$ cat src/rtl/rotmask_pkg.sv
package rotmask_pkg;

   // How the mask generator is built.
   typedef enum logic [0:0] {
      MASK_BY_COMPARE = 1'b0,   // per-bit range comparison
      MASK_BY_SHIFT   = 1'b1    // two shifted thermometers combined
   } mask_style_e;

   // Legal datapath widths: a power of two, at least 4.
   function automatic bit width_ok(int w);
      return (w >= 4) && ((w & (w - 1)) == 0);
   endfunction

endpackage

$ cat src/rtl/rotmask_rotator.sv
module rotmask_rotator #(
   parameter int DATA_W     = 64,
   parameter bit ROT_STAGED = 1'b1,
   localparam int AMT_W     = $clog2(DATA_W),
   localparam int HALF_W    = DATA_W / 2
) (
   input  logic [DATA_W-1:0] src,
   input  logic [AMT_W-1:0]  amt,
   input  logic              half_mode,
   output logic [DATA_W-1:0] rot
);

   logic [DATA_W-1:0] prep;

   // Half mode: the low half is copied into both halves.
   assign prep = half_mode ? {src[HALF_W-1:0], src[HALF_W-1:0]} : src;

   if (ROT_STAGED) begin : g_staged
      logic [AMT_W:0][DATA_W-1:0] stage;
      assign stage[0] = prep;
      for (genvar g = 0; g < AMT_W; g++) begin : g_stage
         localparam int SH = 1 << g;
         assign stage[g+1] = amt[g]
            ? {stage[g][DATA_W-1-SH:0], stage[g][DATA_W-1 -: SH]}
            : stage[g];
      end
      assign rot = stage[AMT_W];
   end else begin : g_flat
      logic [2*DATA_W-1:0] dbl;
      assign dbl = {prep, prep} << amt;
      assign rot = dbl[2*DATA_W-1:DATA_W];
   end

endmodule

$ cat src/rtl/rotmask_maskgen.sv
module rotmask_maskgen #(
   parameter int DATA_W = 64,
   parameter rotmask_pkg::mask_style_e MASK_STYLE = rotmask_pkg::MASK_BY_SHIFT,
   localparam int IDX_W = $clog2(DATA_W)
) (
   input  logic [IDX_W-1:0]  first,
   input  logic [IDX_W-1:0]  last,
   input  logic              half_mode,
   output logic [DATA_W-1:0] mask
);

   logic [IDX_W-1:0] f_eff;
   logic [IDX_W-1:0] l_eff;
   logic             no_wrap;

   // Half mode moves the indices into the low half: adding HALF_W to an
   // index below HALF_W only sets the top index bit.
   assign f_eff   = half_mode ? {1'b1, first[IDX_W-2:0]} : first;
   assign l_eff   = half_mode ? {1'b1, last[IDX_W-2:0]}  : last;
   assign no_wrap = (f_eff <= l_eff);

   if (MASK_STYLE == rotmask_pkg::MASK_BY_COMPARE) begin : g_compare
      for (genvar gi = 0; gi < DATA_W; gi++) begin : g_bit
         localparam logic [IDX_W-1:0] POS = IDX_W'(gi);
         logic at_or_after_first;
         logic at_or_before_last;
         assign at_or_after_first = (POS >= f_eff);
         assign at_or_before_last = (POS <= l_eff);
         // Index gi sits at packed position DATA_W-1-gi.
         assign mask[DATA_W-1-gi] = no_wrap
            ? (at_or_after_first & at_or_before_last)
            : (at_or_after_first | at_or_before_last);
      end
   end else begin : g_shift
      localparam logic [DATA_W-1:0] ALL1 = '1;
      logic [DATA_W-1:0] from_first;
      logic [DATA_W-1:0] upto_last;
      // Ones at indices f_eff..DATA_W-1.
      assign from_first = ALL1 >> f_eff;
      // Ones at indices 0..l_eff; two shifts avoid an overflowing l_eff+1.
      assign upto_last  = ~((ALL1 >> l_eff) >> 1);
      assign mask = no_wrap ? (from_first & upto_last) : (from_first | upto_last);
   end

endmodule

$ cat src/rtl/rotmask_unit.sv
module rotmask_unit #(
   parameter int DATA_W     = 64,
   parameter bit ROT_STAGED = 1'b1,
   parameter rotmask_pkg::mask_style_e MASK_STYLE = rotmask_pkg::MASK_BY_SHIFT,
   localparam int IDX_W     = $clog2(DATA_W)
) (
   input  logic              clk,
   input  logic              rst,
   input  logic              in_valid,
   input  logic [DATA_W-1:0] src,
   input  logic [IDX_W-1:0]  rot_amt,
   input  logic              word_mode,
   input  logic [IDX_W-1:0]  mask_first,
   input  logic [IDX_W-1:0]  mask_last,
   output logic              out_valid,
   output logic [DATA_W-1:0] rot_out,
   output logic [DATA_W-1:0] mask_out,
   output logic [DATA_W-1:0] result_out
);

   if (!rotmask_pkg::width_ok(DATA_W)) begin : g_bad_width
      $error("rotmask_unit: DATA_W must be a power of two and at least 4");
   end

   logic [DATA_W-1:0] rot_c;
   logic [DATA_W-1:0] mask_c;

   rotmask_rotator #(
      .DATA_W     (DATA_W),
      .ROT_STAGED (ROT_STAGED)
   ) u_rot (
      .src       (src),
      .amt       (rot_amt),
      .half_mode (word_mode),
      .rot       (rot_c)
   );

   rotmask_maskgen #(
      .DATA_W     (DATA_W),
      .MASK_STYLE (MASK_STYLE)
   ) u_mask (
      .first     (mask_first),
      .last      (mask_last),
      .half_mode (word_mode),
      .mask      (mask_c)
   );

   always_ff @(posedge clk) begin
      if (rst) begin
         out_valid  <= 1'b0;
         rot_out    <= '0;
         mask_out   <= '0;
         result_out <= '0;
      end else begin
         out_valid <= in_valid;
         if (in_valid) begin
            rot_out    <= rot_c;
            mask_out   <= mask_c;
            result_out <= rot_c & mask_c;
         end
      end
   end

endmodule

$ cat config.mk
export PLATFORM = sky130hd
export DESIGN_NAME = rotmask_unit
export DESIGN_NICKNAME = d
export VERILOG_FILES = /design/src/rtl/rotmask_pkg.sv /design/src/rtl/rotmask_rotator.sv /design/src/rtl/rotmask_maskgen.sv /design/src/rtl/rotmask_unit.sv
export SDC_FILE = /design/constraint.sdc
export NUM_CORES = 1
export LEC_CHECK = 0
export BUFFER_PORTS_ARGS = -buffer_cell sky130_fd_sc_hd__buf_2
export CELL_PAD_IN_SITES_DETAIL_PLACEMENT = 2
export CELL_PAD_IN_SITES_GLOBAL_PLACEMENT = 2
export CORE_ASPECT_RATIO = 0.9
export CORE_UTILIZATION = 37
export DETAILED_ROUTE_END_ITERATION = 8
export GPL_ROUTABILITY_DRIVEN = 0
export PLACE_DENSITY_LB_ADDON = 0.1
export SYNTH_ARGS = -nofsm -noshare
export SYNTH_HDL_FRONTEND = slang
export SYNTH_SLANG_ARGS = --single-unit
$ cat constraint.sdc
create_clock -name clk -period 4.8 [get_ports clk]
set_input_delay 0.24 -clock clk [delete_from_list [all_inputs] [get_ports clk]]
set_output_delay 0.24 -clock clk [all_outputs]
set_load 0.02 [all_outputs]
==> results.cfg, run 1 <==
[die]
core_um2 = 40810
die_height_um = 195.3
dieArea_um2 = 42320
start_util_pct = 37.62
num_rows = 70
die_width_um = 216.7
io_pins = 279

[clocking]
cts_buffers = 17
ctsHoldBuffers = 0
cts_root_buf = clkbuf_16
htree_levels = 4
cts_resized = 0
cts_tree = built
clk_path_buf_depth = 2
postCtsSetupRepairBufs = 0
clock_latency_ns = 0.46
path_clk_slew_ns = 0.08
cts_sinks = 193

[worst_hold_path]
min_to = rot_out[51]$_SDFFE_PP0P_
hp-class = input pin to flop
hold_path_depth = 3
hold_start = in_valid

[power]
total_power_w = 0.005534
p_sw_w = 0.002340
leakagePower_nw = 7.417
seqPwrFrac_pct = 33.3
combPwrFrac_pct = 39.2
vdd_ir_drop_max_mv = 0.2087
clkPwrFrac_pct = 27.5
sw_frac_of_total_pct = 42.29
p_per_area_nw_per_um2 = 316.1
p_int_w = 0.003194

[finish]
regArea_um2 = 3864
areaGrowthSynthToFinish_pct = 14.02
final_nets = 2074
stdcell_area_um2 = 17510
instances_no_fill = 2539
drive_gt1_share_pct = 27.05
multiInputGateArea_um2 = 10570
fill_cells = 4648

[critical_path]
r2r.worst_path.cells = 2
timing.rr.start = rot_out[57]$_SDFFE_PP0P_
worstPathArrival_ns = 3.85
required_ns = 5.09
cp-start-kind = input pin
endpoint_kind = flop
critical_path_class = input pin to flop
r2r_slack_ns = 3.86
r2r_end = rot_out[57]$_SDFFE_PP0P_
cp_max_fo = 14

[synthesis]
syn_inst = 1837
yosysWarningCount = 0
synth.area.top_cells = dfxtp_1 25%, mux4_2 14%, mux2i_1 7.4%
async_flop_share_pct = 0
synth.distinct_cells = 65
ys_seq_area_share_pct = 25.16
yosysTopAreaCellShare_pct = 25.16
synth_flop_cell = dfxtp_1
synth_edf_count = 0
synth_top_area_cell = dfxtp_1
syn_avg_cell_area_um2 = 8.359
synth-seq-cells = 193
syn_nets = 1928
netlist_area_um2 = 15360

[global_route]
grt_antenna_before_repair = 4
grt_pass1_vias = 17218
overflow = 0
grt_usage_pct = 39.19
grt_start_max_net_pins = 107
grt_pass1_wl_um = 122100

[placement]
portBuffers = 278
dp_hpwl_um = 64090
dpl_cell_area_um2 = 16890
dpl.cell_count = 2504

[routing]
avgViaCountPerCell = 6.707
first_pass_iters = 5
vias = 17028
wl_per_cell_um = 33.00
highest_layer = met4
drtAntennaViolNets = 0
drt-initial-drc-count = 2087
routed_wl_um = 83790
dr_wl_met3_um = 9171
met1Wirelength_um = 36170
drc = 0
wl_met2_um = 36180

[timing]
drv_slew = 0
fin_crit_ns = 3.565
fmax_mhz = 280.5
skew_ns = 0
final_hold_viol_count = 0
rsz0062_at_grt = no
worst_pin_slew_ns = 1.465
setup-violations-final = 0
max_slew_margin_pct = 2.317
fin_crit_sh_pct = 74.27
setup_tns_ns = 0

[outcome]
status = completed

[run]
max_cap_viol_count = 0
cell usage after synthesis (all sizes together) (13+ instances only):
cell,count
nand2,271
dfxtp,193
nor2,173
clkbuf,126
o21ai,123
mux2i,114
mux4,97
a21oi,95
mux2,66
buf,60
o22ai,43
a211oi,42
a31oi,33
nand3,28
o31ai,26
inv,22
nor3,21
maj3,19
a21o,18
a22o,18
o21a,18
a22oi,16
and2,16
o211ai,14
or2,13
power by group through the flow:
stage,Combinational [W],Clock [W],Sequential [W]
after detailed placement,0.00209,0,0.00187
final,0.00217,0.00152,0.00184
after floorplan,0.00110,0,0.00202
after global placement,0.00204,0,0.00187
after global routing,0.00225,0.00158,0.00185
after CTS,0.00210,0.00153,0.00184
metal layers:
layer	GRT usage (%)	up-vias
li1	-	7195
met4	10.67	0
met1	55.73	8675
met2	58.17	1023
met5	0	-
met3	10.30	135
kinds of logic after synthesis:
logic type	count (synthesis)	synth area share (%)
AND/OR/NAND/NOR	566	15.46
buffers and inverters	210	6.119
AO/OA/AOI/OAI	567	25.11
multiplexers	277	26.50
adder cells (fa/ha/maj)	24	1.646
flip-flops	193	25.16
sequential cells by signal, summed over array words and instances, names as in the netlist:
signal / count
result_out: 64
rot_out: 64
out_valid: 1
mask_out: 64
area by class of cell:
class                      count  share of cell area, %
clock buffer                  18                  2.508
inverter                      24                 0.5145
multi-input combinational   1434                  60.34
clock inverter                14                 0.9861
antenna                        3                0.04288
timing repair buffer         313                  9.683
tap                          540                  3.859
sequential                   193                  22.07
worst max-delay path by stage:
stage	from	to	slack [ns]	cells after the start
after floorplan	mask_last[4]	result_out[61]$_SDFFE_PP0P_	2.13	11
after global placement	mask_last[4]	mask_out[35]$_SDFFE_PP0P_	1.01	9
after detailed placement	mask_last[3]	result_out[35]$_SDFFE_PP0P_	0.91	10
after CTS	mask_last[3]	result_out[35]$_SDFFE_PP0P_	1.40	10
after global routing	word_mode	result_out[35]$_SDFFE_PP0P_	1.18	9
final	mask_last[3]	result_out[35]$_SDFFE_PP0P_	1.24	10
placed cells by master (no fill, tap or decap), types with 17 or more instances in the layout:
| cell type | count |
|---|---|
| a22o_1 | 18 |
| nor3_1 | 21 |
| o21ai_0 | 116 |
| nand2_1 | 271 |
| nor2_1 | 170 |
| nand3_1 | 28 |
| maj3_1 | 19 |
| mux2i_1 | 114 |
| dfxtp_1 | 193 |
| mux2_2 | 66 |
| buf_4 | 37 |
| a21oi_1 | 94 |
| o21a_1 | 18 |
| a211oi_1 | 41 |
| o22ai_1 | 43 |
| o31ai_1 | 26 |
| a21o_1 | 18 |
| buf_2 | 273 |
| clkbuf_16 | 17 |
| mux4_2 | 97 |
| a31oi_1 | 33 |
| inv_1 | 17 |
per-stage QoR:
stage	hold slack, ns	worst slack, ns	util (%)
floorplan	0.5070	2.131	-
global route	0.3964	1.176	42.88
CTS	0.3518	1.396	42.88
finish	0.3810	1.235	42.90
detailed placement	0.4349	0.9066	41.38
global placement	0.4293	1.014	41.38
critical path: stages:
cell      delay (ns)
buf_2           0.25
clkinv_1        0.37
ha_1            0.43
nand2_1         0.08
nor3b_1         0.48
a21oi_1         0.09
buf_4           0.24
a22o_1          0.25
a222oi_1        1.21
o21ai_0         0.20
Power figures use the tool's default switching activity.
==> run 2, diff against run 1 <==
ABC_AREA = 1   (was unset)
CORE_UTILIZATION = 29   (was 37)
clock period = 3.6 ns   (was 4.8 ns; I/O delays follow)
==> results.cfg, run 2 <==
[timing]
worst_pin_slew_ns = 0.8824
skew_ns = 0
fin_crit_ns = 2.989
drv_slew = 0
final_hold_viol_count = 0
rsz0062_at_grt = no
setup-violations-final = 0
setup_tns_ns = 0
fmax_mhz = 334.6
fin_crit_sh_pct = 83.03
max_slew_margin_pct = 40.55

[clocking]
postCtsSetupRepairBufs = 0
clk_path_buf_depth = 2
clock_latency_ns = 0.46
htree_levels = 4
cts_root_buf = clkbuf_16
cts_resized = 0
cts_sinks = 193
ctsHoldBuffers = 0
cts_tree = built
cts_buffers = 17
path_clk_slew_ns = 0.09

[synthesis]
yosysWarningCount = 0
synth-seq-cells = 193
synth_edf_count = 0
ys_seq_area_share_pct = 27.33
synth_common_cells = 720 x nand2_1, 633 x nand3_1, 243 x nor2_1
netlist_area_um2 = 14140
synth.area.top_cells = dfxtp_1 27%, nand3_1 22%, nand2_1 19%
synth_flop_cell = dfxtp_1
synth.distinct_cells = 40
synth_top_area_cell = dfxtp_1
syn_avg_cell_area_um2 = 5.700
async_flop_share_pct = 0
syn_inst = 2480
yosysTopAreaCellShare_pct = 27.33
synth.most_common_cell = nand2_1
syn_nets = 2571

[die]
dieArea_um2 = 49630
num_rows = 76
core_um2 = 48020
die_width_um = 234.7
start_util_pct = 29.44
die_height_um = 211.5
io_pins = 279

[finish]
antennaDiodeCount = 0
drive_gt1_share_pct = 14.26
areaGrowthSynthToFinish_pct = 16.47
mostFrequentLayoutCells = 720 x nand2_1, 633 x nand3_1, 276 x buf_2
fin_util_pct = 34.29
stdcell_area_um2 = 16460
final_nets = 2735
instances_no_fill = 3281
largestRegisters = mask_out x64, result_out x64, rot_out x64
final_common_cell = nand2_1

[global_route]
grt_start_max_net_pins = 152
grt_pass1_wl_um = 126400
overflow = 0
grt_pass1_vias = 18774
grt_antenna_before_repair = 2
grt_usage_pct = 34.53

[outcome]
status = completed

[power]
p_per_area_nw_per_um2 = 428.7
leakagePower_nw = 8.417
vdd_ir_drop_max_mv = 0.3665

[critical_path]
cp_max_fo = 58
cp-start-kind = input pin
worstPathArrival_ns = 3.38
endpoint_kind = flop
timing.rr.start = rot_out[58]$_SDFFE_PP0P_
critical_path_class = input pin to flop
crit_path_start = mask_last[3]
required_ns = 3.99

[placement]
dpl.cell_count = 3249
dp_hpwl_um = 69610
dpl_cell_area_um2 = 15850
portBuffers = 278

[routing]
drtAntennaViolNets = 0
drt-initial-drc-count = 1770
wl_per_cell_um = 26.60
drc = 0
routed_wl_um = 87290
first_pass_iters = 5
vias = 18775
avgViaCountPerCell = 5.722

[worst_hold_path]
hold_start = rst
hp-class = input pin to flop

[run]
max_cap_viol_count = 0
==> run 2: critical path, stage by stage <==
cell and delay, ns:
buf_2 0.25, inv_1 0.25, ha_1 0.37, nand2_1 0.06, inv_1 0.05, o21ai_0 0.07, nand3_1 0.09, nand2_1 0.06
nand2_1 0.08, nand2_1 0.09, buf_12 0.19, inv_1 0.24, nor2_1 0.08, nor2_1 0.57, nand3_1 0.45, a21oi_1 0.24
==> run 2: worst paths after layout <==
check | to | slack (ns) | cells past startpoint
setup / recovery | result_out[24]$_SDFFE_PP0P_ | 0.61 | 16
hold / removal | mask_out[10]$_SDFFE_PP0P_ | 0.22 | 2
setup reg to reg | rot_out[58]$_SDFFE_PP0P_ | 2.49 | 4
hold reg to reg | result_out[28]$_SDFFE_PP0P_ | 0.47 | 2
==> run 2: per-layer routing <==
metal | part of all wire, % | GRT usage (%)
met5 | 0 | 0
met4 | 2.5 | 9.188
met3 | 7.8 | 6.585
met2 | 43 | 53.63
met1 | 46 | 48.58
==> run 2: cells by family (layout without fill, tap and decap cells) <==
group,after synthesis,count (layout),share of synthesized area [%]
buf+inv,317,494,9.701
simple gates,1656,1656,50.96
compound gates,309,309,11.56
flops,193,193,27.33
fa+ha+maj,5,5,0.4426
==> run 2: area by class of cell <==
class / instances / area (um^2)
Timing Repair Buffer: 309 / 1724
Clock buffer: 18 / 429.2
Multi-Input combinational cell: 1970 / 8901
Sequential cell: 193 / 3864
Tap cell: 624 / 780.7
Fill cell: 6117 / 31560
Clock inverter: 14 / 186.4
Inverter: 153 / 579.3
==> run 2: stage by stage <==
step	worst slack [ns]	total power, W	hold slack, ns
after floorplan	1.643	0.003905	0.4677
after global placement	0.4578	0.004896	0.4535
after detailed placement	0.4143	0.004962	0.4576
after CTS	0.8848	0.007030	0.1926
after global routing	0.5878	0.007335	0.2348
final	0.6110	0.007059	0.2245
==> run 2: report_power, final <==
part,switching (W),internal [W],total [W]
sequential,0.000134,0.00231,0.00244
combinational,0.00191,0.000647,0.00256
clock,0.00105,0.00101,0.00206
total,0.00310,0.00396,0.00706
